==> src/rtl/vbc_pkg.sv <==
`timescale 1ns/1ps
package vbc_pkg;

  typedef enum logic {ST_IDLE, ST_RUN} vbc_state_e;

  // Pass rule for one element.
  function automatic logic elem_pass(input logic test_bit, input logic force_pass,
                                     input logic sense);
    return force_pass | ~(test_bit ^ sense);
  endfunction

  // An element settles the outcome when it fails in all-mode or passes in any-mode.
  function automatic logic settles(input logic all_m, input logic pass);
    return all_m ? ~pass : pass;
  endfunction

  // Combine one element result into the running value.
  function automatic logic combine(input logic all_m, input logic acc, input logic pass);
    return all_m ? (acc & pass) : (acc | pass);
  endfunction

  // Length after truncation at exit element idx.
  function automatic int unsigned trunc_len(input int unsigned idx, input logic incl);
    return incl ? idx + 1 : idx;
  endfunction

  // Field index of element idx relative to base, modulo field count.
  function automatic int unsigned field_of(input int unsigned base, input int unsigned idx,
                                           input int unsigned nfield);
    return (base + idx) % nfield;
  endfunction

endpackage

==> src/rtl/vbc_field_mux.sv <==
`timescale 1ns/1ps
module vbc_field_mux #(
  parameter int NFIELD = 128,
  parameter int VLW    = 7,
  localparam int FW    = $clog2(NFIELD)
) (
  input  logic [4*NFIELD-1:0] fields,
  input  logic [2:0]          base_fld,
  input  logic [1:0]          bit_pos,
  input  logic [VLW-1:0]      idx,
  output logic [FW-1:0]       field_idx,
  output logic                raw_bit
);
  import vbc_pkg::*;

  logic [NFIELD-1:0] bit_column;

  // one selected bit per field
  for (genvar g = 0; g < NFIELD; g++) begin : g_col
    logic [3:0] fld;
    assign fld           = fields[g*4 +: 4];
    assign bit_column[g] = fld[bit_pos];
  end

  always_comb begin
    field_idx = FW'(field_of(32'(base_fld), 32'(idx), NFIELD));
    raw_bit   = bit_column[field_idx];
  end

endmodule

==> src/rtl/vbc_elem_eval.sv <==
`timescale 1ns/1ps
module vbc_elem_eval (
  input  logic raw_bit,
  input  logic pred_bit,
  input  logic zero_sub,
  input  logic sub_one,
  input  logic bo_force,
  input  logic bo_sense,
  input  logic all_m,
  output logic el_skip,
  output logic el_counted,
  output logic el_ok,
  output logic el_stop
);
  import vbc_pkg::*;

  logic test_bit;

  always_comb begin
    el_skip    = ~pred_bit & ~zero_sub;
    el_counted = pred_bit;
    test_bit   = pred_bit ? raw_bit : sub_one;
    el_ok      = elem_pass(test_bit, bo_force, bo_sense);
    el_stop    = ~el_skip & settles(all_m, el_ok);
  end

endmodule

==> src/rtl/vbc_ctrl.sv <==
`timescale 1ns/1ps
module vbc_ctrl #(
  parameter int NFIELD = 128,
  parameter int MAXVL  = 64,
  parameter int VLW    = 7,
  localparam int IW    = $clog2(MAXVL)
) (
  input  logic                clk,
  input  logic                rst_n,
  input  logic                start,
  input  logic [VLW-1:0]      vl,
  input  logic [4*NFIELD-1:0] cond_fields,
  input  logic [MAXVL-1:0]    pred_mask,
  input  logic [4:0]          bit_sel,
  input  logic                bo_force,
  input  logic                bo_sense,
  input  logic                all_mode,
  input  logic                zero_sub,
  input  logic                sub_one,
  input  logic                vl_set,
  input  logic                vl_incl,
  // element evaluation results
  input  logic                el_skip,
  input  logic                el_counted,
  input  logic                el_ok,
  input  logic                el_stop,
  // latched configuration toward the element path
  output logic [4*NFIELD-1:0] fields_q,
  output logic [4:0]          sel_q,
  output logic                pred_bit,
  output logic                bo0_q,
  output logic                bo1_q,
  output logic                all_q,
  output logic                sz_q,
  output logic                snz_q,
  output logic                vlset_q,
  // observation
  output logic                busy,
  output logic [VLW-1:0]      cur_idx,
  output logic [VLW-1:0]      len_q,
  output logic [VLW-1:0]      run_cnt,
  output logic                exit_hit,
  output logic                last_elem,
  // results
  output logic                done,
  output logic                taken,
  output logic [VLW-1:0]      new_vl,
  output logic                new_vl_valid,
  output logic [VLW-1:0]      tested_cnt
);
  import vbc_pkg::*;

  vbc_state_e         state;
  logic [MAXVL-1:0]   pred_q;
  logic               vli_q;
  logic               comb_q;
  logic               comb_next;
  logic [VLW-1:0]     step_cnt;
  logic [VLW-1:0]     len_in;
  logic [VLW-1:0]     trunc_vl;

  function automatic logic [VLW-1:0] clamp_len(input logic [VLW-1:0] v);
    return (32'(v) > MAXVL) ? VLW'(MAXVL) : v;
  endfunction

  always_comb begin
    busy      = (state == ST_RUN);
    len_in    = clamp_len(vl);
    pred_bit  = pred_q[IW'(cur_idx)];
    last_elem = (cur_idx == len_q - VLW'(1));
    exit_hit  = busy & el_stop;
    comb_next = el_skip ? comb_q : combine(all_q, comb_q, el_ok);
    step_cnt  = run_cnt + (el_counted ? VLW'(1) : VLW'(0));
    trunc_vl  = VLW'(trunc_len(32'(cur_idx), vli_q));
  end

  always_ff @(posedge clk or negedge rst_n) begin
    if (!rst_n) begin
      state        <= ST_IDLE;
      fields_q     <= '0;
      sel_q        <= '0;
      pred_q       <= '0;
      bo0_q        <= 1'b0;
      bo1_q        <= 1'b0;
      all_q        <= 1'b0;
      sz_q         <= 1'b0;
      snz_q        <= 1'b0;
      vlset_q      <= 1'b0;
      vli_q        <= 1'b0;
      cur_idx      <= '0;
      len_q        <= '0;
      run_cnt      <= '0;
      comb_q       <= 1'b0;
      done         <= 1'b0;
      taken        <= 1'b0;
      new_vl       <= '0;
      new_vl_valid <= 1'b0;
      tested_cnt   <= '0;
    end else begin
      done <= 1'b0;
      case (state)
        ST_IDLE: begin
          if (start) begin
            fields_q     <= cond_fields;
            sel_q        <= bit_sel;
            pred_q       <= pred_mask;
            bo0_q        <= bo_force;
            bo1_q        <= bo_sense;
            all_q        <= all_mode;
            sz_q         <= zero_sub;
            snz_q        <= sub_one;
            vlset_q      <= vl_set;
            vli_q        <= vl_incl;
            len_q        <= len_in;
            cur_idx      <= '0;
            run_cnt      <= '0;
            comb_q       <= all_mode;
            taken        <= 1'b0;
            new_vl       <= '0;
            new_vl_valid <= 1'b0;
            tested_cnt   <= '0;
            if (len_in == '0) begin
              done  <= 1'b1;
              taken <= all_mode;
            end else begin
              state <= ST_RUN;
            end
          end
        end
        ST_RUN: begin
          run_cnt <= step_cnt;
          comb_q  <= comb_next;
          if (exit_hit) begin
            done         <= 1'b1;
            taken        <= comb_next;
            new_vl       <= vlset_q ? trunc_vl : len_q;
            new_vl_valid <= vlset_q;
            tested_cnt   <= step_cnt;
            state        <= ST_IDLE;
          end else if (last_elem) begin
            done         <= 1'b1;
            taken        <= comb_next;
            new_vl       <= len_q;
            new_vl_valid <= 1'b0;
            tested_cnt   <= step_cnt;
            state        <= ST_IDLE;
          end else begin
            cur_idx <= cur_idx + VLW'(1);
          end
        end
        default: state <= ST_IDLE;
      endcase
    end
  end

endmodule

==> src/rtl/vbc_eval.sv <==
`timescale 1ns/1ps
module vbc_eval #(
  parameter int NFIELD = 128,
  parameter int MAXVL  = 64,
  localparam int VLW   = $clog2(MAXVL + 1),
  localparam int FW    = $clog2(NFIELD)
) (
  input  logic                clk,
  input  logic                rst_n,
  input  logic                start,
  input  logic [VLW-1:0]      vl,
  input  logic [4*NFIELD-1:0] cond_fields,
  input  logic [MAXVL-1:0]    pred_mask,
  input  logic [4:0]          bit_sel,
  input  logic                bo_force,
  input  logic                bo_sense,
  input  logic                all_mode,
  input  logic                zero_sub,
  input  logic                sub_one,
  input  logic                vl_set,
  input  logic                vl_incl,
  output logic                done,
  output logic                taken,
  output logic [VLW-1:0]      new_vl,
  output logic                new_vl_valid,
  output logic [VLW-1:0]      tested_cnt
);

  logic [4*NFIELD-1:0] fields_q;
  logic [4:0]          sel_q;
  logic                pred_bit;
  logic                bo0_q, bo1_q, all_q, sz_q, snz_q, vlset_q;
  logic                busy;
  logic [VLW-1:0]      cur_idx, len_q, run_cnt;
  logic                exit_hit, last_elem;
  logic                el_skip, el_counted, el_ok, el_stop;
  logic                raw_bit;
  logic [FW-1:0]       field_idx;

  vbc_ctrl #(.NFIELD(NFIELD), .MAXVL(MAXVL), .VLW(VLW)) u_ctrl (
    .clk, .rst_n, .start, .vl, .cond_fields, .pred_mask, .bit_sel,
    .bo_force, .bo_sense, .all_mode, .zero_sub, .sub_one, .vl_set, .vl_incl,
    .el_skip, .el_counted, .el_ok, .el_stop,
    .fields_q, .sel_q, .pred_bit, .bo0_q, .bo1_q, .all_q, .sz_q, .snz_q, .vlset_q,
    .busy, .cur_idx, .len_q, .run_cnt, .exit_hit, .last_elem,
    .done, .taken, .new_vl, .new_vl_valid, .tested_cnt
  );

  vbc_field_mux #(.NFIELD(NFIELD), .VLW(VLW)) u_mux (
    .fields    (fields_q),
    .base_fld  (sel_q[4:2]),
    .bit_pos   (sel_q[1:0]),
    .idx       (cur_idx),
    .field_idx (field_idx),
    .raw_bit   (raw_bit)
  );

  vbc_elem_eval u_elem (
    .raw_bit, .pred_bit,
    .zero_sub (sz_q),
    .sub_one  (snz_q),
    .bo_force (bo0_q),
    .bo_sense (bo1_q),
    .all_m    (all_q),
    .el_skip, .el_counted, .el_ok, .el_stop
  );

endmodule

==> config.mk <==
export PLATFORM = sky130hd
export DESIGN_NAME = vbc_eval
export DESIGN_NICKNAME = d
export VERILOG_FILES = /design/src/rtl/vbc_pkg.sv /design/src/rtl/vbc_field_mux.sv /design/src/rtl/vbc_elem_eval.sv /design/src/rtl/vbc_ctrl.sv /design/src/rtl/vbc_eval.sv
export SDC_FILE = /design/constraint.sdc
export NUM_CORES = 1
export LEC_CHECK = 0
export ABC_AREA = 1
export BUFFER_PORTS_ARGS = -buffer_cell sky130_fd_sc_hd__buf_2
export CORE_MARGIN = 10
export CORE_UTILIZATION = 30
export DETAILED_ROUTE_END_ITERATION = 7
export PLACE_DENSITY = 0.59
export RECOVER_POWER = 100
export SKIP_LAST_GASP = 1
export SLEW_MARGIN = 40
export SYNTH_ARGS = -nofsm -noshare
export SYNTH_HDL_FRONTEND = slang
export SYNTH_SLANG_ARGS = --single-unit
export TNS_END_PERCENT = 5
==> constraint.sdc <==
create_clock -name clk -period 3.4 [get_ports clk]
set_input_delay 0.51 -clock clk [delete_from_list [all_inputs] [get_ports clk]]
set_output_delay 0.51 -clock clk [all_outputs]
set_load 0.01 [all_outputs]
==> load_flow_metrics.sql, run 1 <==
INSERT INTO impl_metrics (metric_group, metric, value, unit) VALUES
('placed_design', 'portBuffers', '614', ''),
('floorplan', 'floorplan.initialDensity', '0.3013', ''),
('grt', 'global_route.overflow_total', '0', ''),
('power', 'power_per_cell_area', '1052', 'nW/µm²'),
('logic_synthesis', 'syn-instance-count', '4020', ''),
('layout', 'final_common_cell', 'nand2_1', ''),
('floorplan', 'std_cell_rows', '116', ''),
('logic_synthesis', 'dominantRegCellSynth', 'dfrtp_1', ''),
('worst_setup_path', 'arrival', '3.80', 'ns'),
('layout', 'final_cell_mix', 'nand2_1, dfrtp_1, buf_2', ''),
('cts', 'tritoncts.num_buffers', '75', ''),
('run', 'max-cap-violations', '3', ''),
('cts', 'cts_buffer_depth', '3', ''),
('power', 'p_total', '39.90', 'mW'),
('worst_setup_path', 'crit_path_start_kind', 'register', ''),
('logic_synthesis', 'yosysTopAreaCellShare', '0.5223', ''),
('layout', 'final_area', '37930', 'µm²'),
('floorplan', 'floorplan.io_pins', '615', ''),
('cts', 'clkLatencyLatePin', '0.64', 'ns'),
('routing', 'wirelength', '117.8', 'mm'),
('floorplan', 'die_height', '336.7', 'µm'),
('routing', 'drc_errors', '0', ''),
('sta', 'final_count_of_pins_violating_max_slew', '215', ''),
('status', 'violations', 'max-capacitance violations, max-slew violations', ''),
('logic_synthesis', 'syn_nets', '4626', ''),
('cts', 'clock-root-buffer', 'clkbuf_16', ''),
('layout', 'instances_no_fill', '5936', ''),
('worst_setup_path', 'worst-endpoint-required', '3.92', 'ns'),
('placed_design', 'pre_cts_ws', '-0.4960', 'ns'),
('logic_synthesis', 'synth_area_leader_cell', 'dfrtp_1', ''),
('sta', 'whs', '0.07030', 'ns'),
('logic_synthesis', 'ys_async_sr_fraction', '1.000', ''),
('grt', 'grt_first_pass_wirelength', '175.1', 'mm'),
('sta', 'fin_crit_sh', '0.9646', ''),
('sta', 'min_period', '3.280', 'ns'),
('sta', 'setup_violations', '0', ''),
('floorplan', 'die_area', '113400', 'µm²'),
('grt', 'number_of_antenna_violations_at_the_first_check_in_global_routing', '16', ''),
('logic_synthesis', 'synth-seq-area-share', '0.5223', ''),
('power', 'p_leak', '19.80', 'nW'),
('routing', 'firstDrtPassIters', '6', ''),
('min_path', 'hold_path_class', 'in -> reg', ''),
('grt', 'first_global_vias', '28890', ''),
('layout', 'drive_gt1_frac', '0.1945', ''),
('sta', 'hold_viol_final', '0', ''),
('sta', 'setup_skew', '0.01782', 'ns'),
('placed_design', 'gp_congestion', '0.8806', ''),
('routing', 'detail-route-antenna-nets', '0', ''),
('logic_synthesis', 'syn_area', '30090', 'µm²'),
('placed_design', 'placed_cells_incl_taps', '5784', ''),
('logic_synthesis', 'ys_seq_elements', '628', ''),
('logic_synthesis', 'synth_cell_type_count', '44', ''),
('logic_synthesis', 'yosysWarnings', '0', ''),
('power', 'worst_ir_drop_vdd', '0.0006609', 'V'),
('layout', 'nNetsFinal', '5184', ''),
('layout', 'finalCoreUtilization', '0.3799', ''),
('status', 'run_status', 'finished, violations left', ''),
('sta', 'max-slew-margin-rel', '-0.4709', ''),
('worst_setup_path', 'timing_worst_setup_path_type', 'reg -> reg', ''),
('logic_synthesis', 'synth_edf_count', '0', ''),
('floorplan', 'die_width', '336.7', 'µm'),
('routing', 'routed_via_density', '4.799', ''),
('worst_setup_path', 'path_max_fanout', '8', ''),
('logic_synthesis', 'synthesis.area_per_instance', '7.484', 'µm²'),
('sta', 'layout_setup_ws', '0.1202', 'ns'),
('placed_design', 'placed_area', '35020', 'µm²'),
('sta', 'grt_setup_unrepaired', 'true', ''),
('routing', 'routed-via-count', '28490', ''),
('cts', 'cts_max_level', '3', ''),
('grt', 'pin_count_of_the_biggest_net_entering_global_routing', '118', ''),
('worst_setup_path', 'setup.worst_path.end_class', 'register', ''),
('grt', 'grt_usage', '0.2002', ''),
('floorplan', 'fp.coreArea', '99860', 'µm²'),
('cts', 'cts_tree', 'done', ''),
('layout', 'area_growth', '26.08', '%'),
('logic_synthesis', 'yosys-top-cells-area', 'dfrtp_1, nand2_1, nand3_1', ''),
('placed_design', 'hpwl', '85.88', 'mm'),
('cts', 'clock_sink_count', '628', ''),
('routing', 'drtIter0Drc', '2415', ''),
('sta', 'timing.fmax', '304.9', 'MHz'),
('sta', 'tns', '0', 'ns'),
('sta', 'worst_slew_pin_slew', '2.206', 'ns'),
('cts', 'clk_transition_reported_paths', '0.06', 'ns'),
('routing', 'avgRoutedWirePerCell', '19.85', 'µm');
-- cell families (layout without fill, tap and decap cells) --
group           Yosys count  count (layout)  share of synthesized area
xor+xnor                 18              18                   0.005739
other cells               0               6                          0
simple gates           2495            2495                     0.3303
buf+inv                 448            1060                    0.06180
compound gates          423             423                    0.07623
fa+ha+maj                 8               8                   0.003576
flops                   628             628                     0.5223
-- cell usage after synthesis, types with 9 or more instances --
master	instances
nand2_1	1914
dfrtp_1	628
nand3_1	357
o21ai_0	239
clkbuf_1	183
nor2_1	181
inv_1	179
o21ai_1	61
a21oi_1	55
o211ai_1	36
buf_2	32
nand4_1	28
buf_4	22
buf_1	18
o22ai_1	9
xor2_1	9
-- critical path: stages (launching register included) --
cell and delay [ns]:
dfrtp_1 0.41, ha_4 0.16, inv_2 0.04, fa_2 0.62, buf_12 0.17, buf_16 0.18
nand3_2 0.13, nand3_2 0.10, nand3_2 0.09, nand3_2 0.08, nand3_2 0.09, nand3_2 0.10
nand3_4 0.11, nand2_2 0.11, nand2_4 0.07, nand4_1 0.14, nand3_4 0.19, buf_6 0.19
nand2_2 0.05, nand2_2 0.04, inv_1 0.05, nand2_1 0.04
-- area by class of cell --
class | instances | area [µm²]
sequential | 628 | 15720
multi-input combinational | 2944 | 12900
timing repair buffer | 745 | 4499
inverter | 184 | 745.7
clock buffer | 107 | 2128
tap | 1298 | 1624
fill | 10580 | 61920
clock inverter | 24 | 302.8
antenna | 6 | 15.01
-- timing repair --
| item | in CTS | in global routing |
|---|---|---|
| hold buffers | 1 | 0 |
| setup buffers | 4 | 6 |
| endpoints found under the hold margin | 53 | 0 |
| endpoints found under the setup margin | 26 | 27 |
| pin swaps | 0 | 17 |
| gates resized for setup | 14 | 79 |
| gates cloned | 0 | 4 |
-- path summary, 6_finish.rpt --
| path | startpoint | endpoint | slack, ns | depth (start not counted) |
|---|---|---|---|---|
| max | u_ctrl.cur_idx[0] | u_ctrl.new_vl[5] | 0.12 | 21 |
| min | cond_fields[52] | u_ctrl.fields_q[52] | 0.07 | 3 |
| max reg2reg | u_ctrl.cur_idx[0] | u_ctrl.new_vl[5] | 0.12 | 21 |
| min reg2reg | u_ctrl.fields_q[59] | u_ctrl.fields_q[59] | 0.46 | 2 |
| max in group asynchronous | rst_n | u_ctrl.fields_q[296] | 0.40 | 4 |
| min in group asynchronous | rst_n | u_ctrl.fields_q[431] | 1.06 | 2 |
-- registers in the layout, summed over array words and instances (netlist names), 5 cells and up --
signal	flops
u_ctrl.sel_q	5
u_ctrl.pred_q	64
u_ctrl.len_q	7
u_ctrl.run_cnt	7
u_ctrl.cur_idx	7
u_ctrl.tested_cnt	7
u_ctrl.fields_q	512
u_ctrl.new_vl	7
-- metal layers --
layer	global-route usage	wire length [µm]
met1	0.2606	50540
met2	0.3277	55870
met3	0.03461	6938
met4	0.08026	4384
met5	0	69
-- where the power goes --
part | switching, mW | internal [mW]
Sequential | 1.78 | 10.9
Combinational | 12.5 | 6.66
Clock | 3.30 | 4.76
Power figures use the tool's default switching activity.
==> run 2: changes to the inputs <==
--- a/config.mk
+++ b/config.mk
@@ -11,7 +11,7 @@
 export CORE_UTILIZATION = 30
 export DETAILED_ROUTE_END_ITERATION = 7
 export PLACE_DENSITY = 0.59
-export RECOVER_POWER = 100
+export RECOVER_POWER = 50
 export SKIP_LAST_GASP = 1
 export SLEW_MARGIN = 40
 export SYNTH_ARGS = -nofsm -noshare
==> run 2 against run 1 <==
Net effect: the flow still finishes with violations (max-capacitance violations, max-slew violations); routed wire length barely moved; critical endpoint unchanged; total power rose by 0.10%; largest power group unchanged; die area did not move.
==> load_flow_metrics.sql, run 2 (same netlist as run 1, synthesis figures left out) <==
INSERT INTO impl_metrics (metric_group, metric, value, unit) VALUES
('cts', 'clk_transition_reported_paths', '0.06', 'ns'),
('sta', 'max-slew-margin-rel', '-0.4676', ''),
('sta', 'worst_slew_pin_slew', '2.201', 'ns'),
('routing', 'wirelength', '117.8', 'mm'),
('power', 'p_total', '39.94', 'mW'),
('grt', 'pin_count_of_the_biggest_net_entering_global_routing', '118', ''),
('worst_setup_path', 'timing_worst_setup_path_type', 'reg -> reg', ''),
('layout', 'area_growth', '26.41', '%'),
('worst_setup_path', 'crit_path_start_kind', 'register', ''),
('placed_design', 'portBuffers', '614', ''),
('grt', 'grt_usage', '0.2002', ''),
('floorplan', 'die_area', '113400', 'µm²'),
('power', 'worst_ir_drop_vdd', '0.0006576', 'V'),
('worst_setup_path', 'cpLargestDelayFamily', 'simple AND/OR/NAND/NOR gates', ''),
('worst_setup_path', 'cp_slowest_cell', 'fa_2', ''),
('routing', 'firstDrtPassIters', '6', ''),
('worst_setup_path', 'r2r.worst_path.cells', '21', ''),
('min_path', 'hold_path_startpoint', 'cond_fields[213]', ''),
('routing', 'detail-route-antenna-nets', '0', ''),
('layout', 'regMostFlops', 'u_ctrl.fields_q', ''),
('worst_setup_path', 'path_common_cell', 'nand3_2', ''),
('cts', 'clock_sink_count', '628', ''),
('routing', 'routed-via-count', '28500', ''),
('sta', 'whs', '0.07068', 'ns'),
('min_path', 'hold_path_class', 'in -> reg', ''),
('layout', 'max_reg_flops', '512', ''),
('worst_setup_path', 'worst-endpoint-required', '3.92', 'ns'),
('floorplan', 'fp.coreArea', '99860', 'µm²'),
('sta', 'timing.fmax', '304.8', 'MHz'),
('layout', 'finalCoreUtilization', '0.3809', ''),
('worst_setup_path', 'chain_of_cells_forming_the_critical_path', 'ha_4, inv_2, fa_2, buf_12, buf_16, nand3_2, nand3_2, nand3_2, nand3_2, nand3_2, nand3_2, nand3_4, nand2_2, nand2_4, nand4_1, nand3_4, buf_6, nand2_2, nand2_2, inv_1, nand2_1', ''),
('status', 'run_status', 'finished, violations left', ''),
('worst_setup_path', 'setup.worst_path.end_class', 'register', ''),
('worst_setup_path', 'rrSetupSlack', '0.12', 'ns'),
('routing', 'drc_errors', '0', ''),
('layout', 'largest_registers', 'u_ctrl.fields_q x512, u_ctrl.pred_q x64', ''),
('layout', 'nNetsFinal', '5184', ''),
('worst_setup_path', 'crit-reg2reg-capture', 'u_ctrl.new_vl[5]', ''),
('sta', 'setup_violations', '0', ''),
('layout', 'drive_gt1_frac', '0.1999', ''),
('cts', 'cts_tree', 'done', ''),
('power', 'p_leak', '19.91', 'nW'),
('sta', 'min_period', '3.280', 'ns'),
('worst_setup_path', 'crit-reg2reg-launch', 'u_ctrl.cur_idx[0]', ''),
('sta', 'setup_skew', '0.01592', 'ns'),
('grt', 'number_of_antenna_violations_at_the_first_check_in_global_routing', '16', ''),
('sta', 'final_count_of_pins_violating_max_slew', '65', ''),
('grt', 'first_global_vias', '28890', ''),
('power', 'power_per_cell_area', '1050', 'nW/µm²'),
('cts', 'cts_max_level', '3', ''),
('cts', 'cts_buffer_depth', '3', ''),
('sta', 'hold_viol_final', '0', ''),
('min_path', 'timing.hold.worst_path_depth', '3', ''),
('cts', 'clkLatencyLatePin', '0.64', 'ns'),
('floorplan', 'die_height', '336.7', 'µm'),
('sta', 'fin_crit_sh', '0.9648', ''),
('placed_design', 'gp_congestion', '0.8806', ''),
('floorplan', 'die_width', '336.7', 'µm'),
('floorplan', 'std_cell_rows', '116', ''),
('routing', 'routed_via_density', '4.802', ''),
('grt', 'global_route.overflow_total', '0', ''),
('worst_setup_path', 'cp_num_buf_inv', '5', ''),
('status', 'violations', 'max-capacitance violations, max-slew violations', ''),
('layout', 'final_cell_mix', 'nand2_1, dfrtp_1, buf_2', ''),
('worst_setup_path', 'arrival', '3.80', 'ns'),
('floorplan', 'floorplan.io_pins', '615', ''),
('floorplan', 'floorplan.initialDensity', '0.3013', ''),
('grt', 'grt_first_pass_wirelength', '175.1', 'mm'),
('cts', 'clock-root-buffer', 'clkbuf_16', ''),
('layout', 'final_common_cell', 'nand2_1', ''),
('routing', 'avgRoutedWirePerCell', '19.84', 'µm'),
('routing', 'drtIter0Drc', '2472', ''),
('run', 'max-cap-violations', '1', ''),
('worst_setup_path', 'worst-path-stages', '21', ''),
('worst_setup_path', 'path_max_fanout', '8', ''),
('cts', 'tritoncts.num_buffers', '75', ''),
('placed_design', 'hpwl', '85.88', 'mm'),
('sta', 'grt_setup_unrepaired', 'true', ''),
('worst_setup_path', 'worst_path_largest_cell_delay', '0.62', 'ns'),
('min_path', 'holdPathEnd', 'u_ctrl.fields_q[213]', '');
## run 2: power by group
group	switching (mW)	internal, mW
registers	1.78	10.9
clock network	3.30	4.76
logic	12.5	6.70
total	17.6	22.4
## run 2: layout make-up
type                            instances  area, µm²
Antenna cell                            6      15.01
Sequential cell                       628      15720
Timing Repair Buffer                  745       4598
Fill cell                           10560      61820
Clock buffer                          107       2128
Clock inverter                         24      302.8
Inverter                              184      745.7
Tap cell                             1298       1624
Multi-Input combinational cell       2944      12900
## run 2: worst min-delay path: cells and delay by family
kind | cells | cell delay, ns
simple gates | 2 | 0.09
buf+inv | 1 | 0.08
## run 2: timing repair
item	4_1_cts	5_1_grt
gates resized for setup	14	79
hold buffers	1	0
hold endpoints to repair	53	0
pin swaps	0	17
setup buffers	4	6
cloned	0	4
endpoints found under the setup margin	26	27
## run 2: stage by stage
| stage | cell area (µm²) | cells | TNS [ns] | setup slack (ns) |
|---|---|---|---|---|
| floorplan | 30090 | 4020 | 0 | 0.2699 |
| CTS | 37560 | 5920 | 0 | 0.02917 |
| global route | 38030 | 5934 | -0.9666 | -0.07503 |
| global placement | 35010 | 5784 | -19.87 | -0.8201 |
| finish | 38030 | 5936 | 0 | 0.1196 |
| detailed placement | 35020 | 5784 | -11.47 | -0.4960 |
## run 2: per-layer routing
metal | vias to the layer above | share of wire | global-route usage
met5 | - | 0.00059 | 0
met4 | 12 | 0.037 | 0.08026
met3 | 214 | 0.059 | 0.03461
met2 | 932 | 0.47 | 0.3277
met1 | 13500 | 0.43 | 0.2606
li1 | 13850 | - | -
## run 2: worst max path at each step
stage | start | end | slack (ns)
6_report | u_ctrl.cur_idx[0] | u_ctrl.new_vl[5] | 0.12
2_1_floorplan | u_ctrl.cur_idx[1] | u_ctrl.new_vl[3] | 0.27
5_1_grt | u_ctrl.cur_idx[0] | u_ctrl.new_vl[5] | -0.08
3_3_place_gp | u_ctrl.sel_q[4] | u_ctrl.new_vl[3] | -0.82
4_1_cts | u_ctrl.cur_idx[0] | u_ctrl.new_vl[5] | 0.03
3_5_place_dp | u_ctrl.sel_q[4] | u_ctrl.tested_cnt[5] | -0.50
